==> src/rtl/acq_status_pkg.sv <==
package acq_status_pkg;
  localparam int FIFO_W  = 3;
  localparam int EVT_W   = 3;
  localparam int STAT_W  = FIFO_W + EVT_W + 2;
  localparam int EVT_THR  = 0;
  localparam int EVT_EOS  = 1;
  localparam int EVT_LOST = 2;

  // MSB first: bit 7 scan idle, bit 6 running, bits 5:3 events, bits 2:0 FIFO
  typedef struct packed {
    logic              scan_idle;
    logic              running;
    logic [EVT_W-1:0]  evt;
    logic [FIFO_W-1:0] fifo;
  } stat_t;
endpackage

==> src/rtl/acq_evt_latch.sv <==
module acq_evt_latch #(
  parameter int N = 3
) (
  input  logic         clk,
  input  logic         rst_n,
  input  logic [N-1:0] ev_pulse,
  input  logic         rd_stb,
  output logic [N-1:0] evt_q
);
  logic [N-1:0] evt_nxt;
  logic [N-1:0] evt_en;

  for (genvar i = 0; i < N; i++) begin : g_bit
    // A new pulse wins over the clear so a coincident event survives the read
    always_comb begin
      evt_en[i]  = ev_pulse[i] | rd_stb;
      evt_nxt[i] = ev_pulse[i];
    end

    always_ff @(posedge clk or negedge rst_n) begin
      if (!rst_n)         evt_q[i] <= 1'b0;
      else if (evt_en[i]) evt_q[i] <= evt_nxt[i];
    end

    AST_EVT_SET: assert property (@(posedge clk) disable iff (!rst_n)
      ev_pulse[i] |=> evt_q[i]);
    AST_EVT_RACE: assert property (@(posedge clk) disable iff (!rst_n)
      (ev_pulse[i] && rd_stb) |=> evt_q[i]);
    AST_EVT_CLR: assert property (@(posedge clk) disable iff (!rst_n)
      (rd_stb && !ev_pulse[i]) |=> !evt_q[i]);
    AST_EVT_HOLD: assert property (@(posedge clk) disable iff (!rst_n)
      (evt_q[i] && !rd_stb) |=> evt_q[i]);
  end
endmodule

==> src/rtl/acq_run_ctrl.sv <==
module acq_run_ctrl (
  input  logic clk,
  input  logic rst_n,
  input  logic arm_stb,
  input  logic trig_stb,
  input  logic stop_stb,
  input  logic pretrig_mode,
  output logic running_q
);
  logic armed_q, armed_nxt, running_nxt, upd_en;

  always_comb begin
    armed_nxt   = armed_q;
    running_nxt = running_q;
    if (stop_stb) begin
      armed_nxt   = 1'b0;
      running_nxt = 1'b0;
    end else begin
      if (arm_stb) begin
        armed_nxt = 1'b1;
        if (pretrig_mode) running_nxt = 1'b1;
      end
      if (trig_stb && armed_q) running_nxt = 1'b1;
    end
    upd_en = stop_stb | arm_stb | trig_stb;
  end

  always_ff @(posedge clk or negedge rst_n) begin
    if (!rst_n) begin
      armed_q   <= 1'b0;
      running_q <= 1'b0;
    end else if (upd_en) begin
      armed_q   <= armed_nxt;
      running_q <= running_nxt;
    end
  end

  AST_RUN_STOP: assert property (@(posedge clk) disable iff (!rst_n)
    stop_stb |=> (!running_q && !armed_q));
  AST_RUN_PRE: assert property (@(posedge clk) disable iff (!rst_n)
    (arm_stb && pretrig_mode && !stop_stb) |=> running_q);
  AST_RUN_RISE: assert property (@(posedge clk) disable iff (!rst_n)
    $rose(running_q) |-> ($past(arm_stb && pretrig_mode) || $past(trig_stb && armed_q)));
endmodule

==> src/rtl/acq_scan_flag.sv <==
module acq_scan_flag (
  input  logic clk,
  input  logic rst_n,
  input  logic scan_start,
  input  logic scan_done,
  output logic scan_idle_q
);
  logic idle_nxt, idle_en;

  always_comb begin
    idle_en  = scan_start | scan_done;
    idle_nxt = !scan_start;
  end

  always_ff @(posedge clk or negedge rst_n) begin
    if (!rst_n)       scan_idle_q <= 1'b1;
    else if (idle_en) scan_idle_q <= idle_nxt;
  end

  AST_SCAN_BUSY: assert property (@(posedge clk) disable iff (!rst_n)
    scan_start |=> !scan_idle_q);
  AST_SCAN_DONE: assert property (@(posedge clk) disable iff (!rst_n)
    (scan_done && !scan_start) |=> scan_idle_q);
endmodule

==> src/rtl/acq_irq_gen.sv <==
module acq_irq_gen
  import acq_status_pkg::*;
(
  input  logic             clk,
  input  logic             rst_n,
  input  logic [EVT_W-1:0] evt_q,
  input  logic             en_thresh,
  input  logic             en_eos,
  output logic             irq
);
  always_comb begin
    irq = (evt_q[EVT_THR] & en_thresh) | (evt_q[EVT_EOS] & en_eos);
  end

  AST_IRQ_LOST_QUIET: assert property (@(posedge clk) disable iff (!rst_n)
    (!evt_q[EVT_THR] && !evt_q[EVT_EOS]) |-> !irq);
  AST_IRQ_MASKED: assert property (@(posedge clk) disable iff (!rst_n)
    (!en_thresh && !en_eos) |-> !irq);
endmodule

==> src/rtl/acq_status_reg.sv <==
module acq_status_reg
  import acq_status_pkg::*;
(
  input  logic              clk,
  input  logic              rst_n,
  input  logic              fifo_empty,
  input  logic              fifo_afull,
  input  logic              fifo_full,
  input  logic              ev_thresh,
  input  logic              ev_eos,
  input  logic              ev_lost,
  input  logic              arm_stb,
  input  logic              trig_stb,
  input  logic              stop_stb,
  input  logic              scan_start,
  input  logic              scan_done,
  input  logic              pretrig_mode,
  input  logic              irq_en_thresh,
  input  logic              irq_en_eos,
  input  logic              rd_stb,
  output logic [STAT_W-1:0] rd_data,
  output logic              irq
);
  logic [EVT_W-1:0] ev_pulse;
  logic [EVT_W-1:0] evt_q;
  logic             running_q;
  logic             scan_idle_q;
  stat_t            stat;

  always_comb begin
    ev_pulse           = '0;
    ev_pulse[EVT_THR]  = ev_thresh;
    ev_pulse[EVT_EOS]  = ev_eos;
    ev_pulse[EVT_LOST] = ev_lost;
  end

  acq_evt_latch #(.N(EVT_W)) u_evt (
    .clk(clk), .rst_n(rst_n), .ev_pulse(ev_pulse), .rd_stb(rd_stb), .evt_q(evt_q)
  );

  acq_run_ctrl u_run (
    .clk(clk), .rst_n(rst_n), .arm_stb(arm_stb), .trig_stb(trig_stb),
    .stop_stb(stop_stb), .pretrig_mode(pretrig_mode), .running_q(running_q)
  );

  acq_scan_flag u_scan (
    .clk(clk), .rst_n(rst_n), .scan_start(scan_start), .scan_done(scan_done),
    .scan_idle_q(scan_idle_q)
  );

  acq_irq_gen u_irq (
    .clk(clk), .rst_n(rst_n), .evt_q(evt_q), .en_thresh(irq_en_thresh),
    .en_eos(irq_en_eos), .irq(irq)
  );

  always_comb begin
    stat.scan_idle = scan_idle_q;
    stat.running   = running_q;
    stat.evt       = evt_q;
    stat.fifo      = {fifo_full, fifo_afull, fifo_empty};
    rd_data        = stat;
  end

  AST_FIFO_LIVE: assert property (@(posedge clk) disable iff (!rst_n)
    rd_data[FIFO_W-1:0] == {fifo_full, fifo_afull, fifo_empty});
  AST_RD_STABLE_EVT: assert property (@(posedge clk) disable iff (!rst_n)
    (!rd_stb && !ev_thresh && !ev_eos && !ev_lost) |=> $stable(rd_data[5:3]));
endmodule

==> config.mk <==
export PLATFORM = sky130hd
export DESIGN_NAME = acq_status_reg
export DESIGN_NICKNAME = d
export VERILOG_FILES = /design/src/rtl/acq_status_pkg.sv /design/src/rtl/acq_evt_latch.sv /design/src/rtl/acq_run_ctrl.sv /design/src/rtl/acq_scan_flag.sv /design/src/rtl/acq_irq_gen.sv /design/src/rtl/acq_status_reg.sv
export SDC_FILE = /design/constraint.sdc
export NUM_CORES = 1
export LEC_CHECK = 0
export BUFFER_PORTS_ARGS = -buffer_cell sky130_fd_sc_hd__buf_2
export CORE_AREA = 2 2 39 41
export CTS_CLUSTER_DIAMETER = 80
export DETAILED_ROUTE_END_ITERATION = 8
export DIE_AREA = 0 0 41 43
export PLACE_DENSITY = 0.47
export SYNTH_ARGS = -nofsm -noshare
export SYNTH_HDL_FRONTEND = slang
export SYNTH_SLANG_ARGS = --single-unit
==> constraint.sdc <==
create_clock -name clk -period 1.2 [get_ports clk]
set_clock_uncertainty 0.15 [all_clocks]
set_input_delay 0 -clock clk [delete_from_list [all_inputs] [get_ports clk]]
set_output_delay 0 -clock clk [all_outputs]
set_load 0.03 [all_outputs]
==> out/metrics.csv <==
stage,metric,value,unit
place,dpl_cell_area,335,um2
synthesis,synthesis.area,258,um2
cts,tritoncts.num_buffers,3,
cts,worst_setup_hold_path_clk_slew,50,ps
timing,hold_viol_final,0,
grt,grt_remaining_overflow,0,
critical_path,cp_top_family,flip-flops,
timing,final_cycle_share,0.955,
die,chipHeight,43,um
final_layout,syn2layout_area_growth,101,%
drt,finalWirelength,693,um
critical_path,cpMaxStageDelayCell,dfrtp_1,
final_layout,antennaDiodeCount,0,
timing,tightestPinTransition,309,ps
critical_path,timing.setup.critical_path_class,flop to output pin,
final_layout,finalInstanceArea,518,um2
synthesis,yosysSeqAreaShare,0.587,
timing,setup-violations-final,0,
drt,post_detailed_route_drc_marker_count,0,
cts,tritoncts_clock_tree,built,
grt,maximum_number_of_pins_on_one_net_before_global_route_repair,6,
final_layout,design.final.nets,73,
place,post-place-cells,52,
grt,antenna_found_initial,0,
drt,detail_route.wl_per_cell,9.76,um
die,io_pins,26,
timing,achievable-frequency,872,MHz
final_layout,register_area,151,um2
grt,globalRouteTotalUtil,0.0880,
timing,fin_ws,53.6,ps
drt,drtAntennaViolNets,0,
critical_path,crit_path_max_fanout,3,
cts,clock_insertion_delay_worst_skew,240,ps
drt,dr_total_vias,262,
timing,timing.final.crit_period,1150,ps
die,standard_cell_core_area,1380,um2
run_status,outcome,completed,
drt,drt-pass1-iter-count,1,
cts,post-cts-setup-buffers,0,
synthesis,yosys_warnings,0,
cts,htree_num_levels,1,
cts,clockBufferDepth,2,
flow_run,maxCapViolations,0,
cts,cts_num_sinks,6,
die,placementRows,14,
grt,grt_pass1_vias,264,
synthesis,syn_area_cell,11.7,um2
timing,relSlewSlack,0.793,
worst_hold_path,worstHoldPathType,primary input to async pin,
cts,cts.root.buffer_cell,clkbuf_4,
place,io_buffers,19,
timing,finalMaxSlewViolations,0,
grt,grt_pass1_wl,966,um
critical_path,critical_path.n_buffers_inverters,1,
synthesis,synth_fp_nets,39,
pwr,power_density,1120,nW/um2
pwr,static-leakage-power,0.261,nW
final_layout,nFillCells,146,
final_layout,layout-drive-gt1-share,0.436,
synthesis,syn_inst,22,
critical_path,worst_setup_path_end_kind,output pin,
die,dieWidth,41,um
synthesis,synth.ff_latch_count,6,
final_layout,multiInputGateArea,65.1,um2
timing,setup_tns,0,ps
synthesis,synth_cell_type_count,8,
die,initial_core_util,0.186,
critical_path,worst_ep_arrival_time,1000,ps
place,gp_congestion,0.608,
final_layout,post_layout_nonfiller_instances,71,
critical_path,cpPeakStageDelay,390,ps
place,dpl_worst_slack,216,ps
timing,grt_setup_unrepaired,false,
pwr,irDropWorstVdd,445,uV
die,die_area,1760,um2
drt,detail_route.vias_per_cell,3.69,
final_layout,layout.cells.most_common_list,"18 x buf_2, 15 x dlygate4sd3_1, 5 x nor2_1, 5 x dfrtp_1",
critical_path,worstSetupStartpointType,flop,
drt,drt_iter0_drc,0,
critical_path,worstPathCellList,a22o_1 > buf_6,
critical_path,crit_required,1050,ps
final_layout,final_common_cell,buf_2,
## routing by layer
metal	GRT usage	vias up	share of wire
met2	0.119	20	0.46
li1	-	134	-
met1	0.0921	108	0.43
met3	0.0314	0	0.11
met4	0.100	0	0
met5	0	-	0
## state kept, by name (all words and copies together), names as in the netlist
| signal | count |
|---|---|
| u_run.running_q | 1 |
| u_evt.evt_q | 3 |
| u_scan.scan_idle_q | 1 |
| u_run.armed_q | 1 |
## cell families (layout without fill, tap and decap cells)
logic type,count (synthesis),count (layout),share of synthesized area
AOI/OAI and AO/OA,5,5,0.180
buffers and inverters,6,39,0.160
DFF,6,6,0.587
and+or+nand+nor,5,5,0.0728
## worst paths after layout
kind                                                start                        endpoint  slack [ps]  depth (start not counted)
hold / removal                                      rst_n  u_scan.scan_idle_q$_DFFE_PN1P_          80                          2
setup reg to reg                u_run.armed_q$_DFFE_PN0P_     u_run.running_q$_DFFE_PN0P_         220                          2
setup / recovery               u_evt.evt_q[0]$_DFFE_PN0P_                             irq          50                          2
hold reg to reg            u_scan.scan_idle_q$_DFFE_PN1P_  u_scan.scan_idle_q$_DFFE_PN1P_         340                          2
max in group asynchronous                           rst_n      u_evt.evt_q[1]$_DFFE_PN0P_         160                          3
min in group clk                               irq_en_eos                             irq         170                          3
## synthesized netlist by cell type
cell type  number  area share
dfrtp_1         5        0.49
a21o_1          3       0.087
nor2_1          5       0.073
a221oi_2        1       0.058
buf_4           5        0.15
a22o_1          1       0.034
dfstp_2         1        0.10
inv_1           1       0.015
## per-stage QoR
| step | total power, mW | hold slack, ps | utilization |
|---|---|---|---|
| finish | 0.578 | 79.1 | 0.374 |
| global route | 0.612 | 86.6 | 0.374 |
| CTS | 0.587 | 81.0 | 0.372 |
| detailed placement | 0.324 | -317 | 0.242 |
| global placement | 0.324 | -319 | 0.242 |
| floorplan | 0.306 | -446 | - |
## area by class of cell
cell class,instances,area share
repair buffers,34,0.486
flip-flops and latches,6,0.292
multi-input cells,10,0.126
clock buffers,4,0.0507
well taps,16,0.0386
inverters,1,0.00725
## timing repair
item | CTS | global route
cloned | 0 | 0
gates resized for setup | 1 | 1
hold buffers | 15 | 0
setup endpoints to repair | 1 | 1
pin swaps | 0 | 1
hold endpoints to repair | 15 | 0
## report_power, final
part / leakage (nW) / internal (mW) / switching [mW] / total (mW)
clock network: 0.0150 / 0.126 / 0.0775 / 0.204
logic: 0.178 / 0.0733 / 0.0724 / 0.146
registers: 0.0680 / 0.219 / 0.00969 / 0.229
total: 0.261 / 0.418 / 0.160 / 0.578
(Power assumes the default switching activity.)
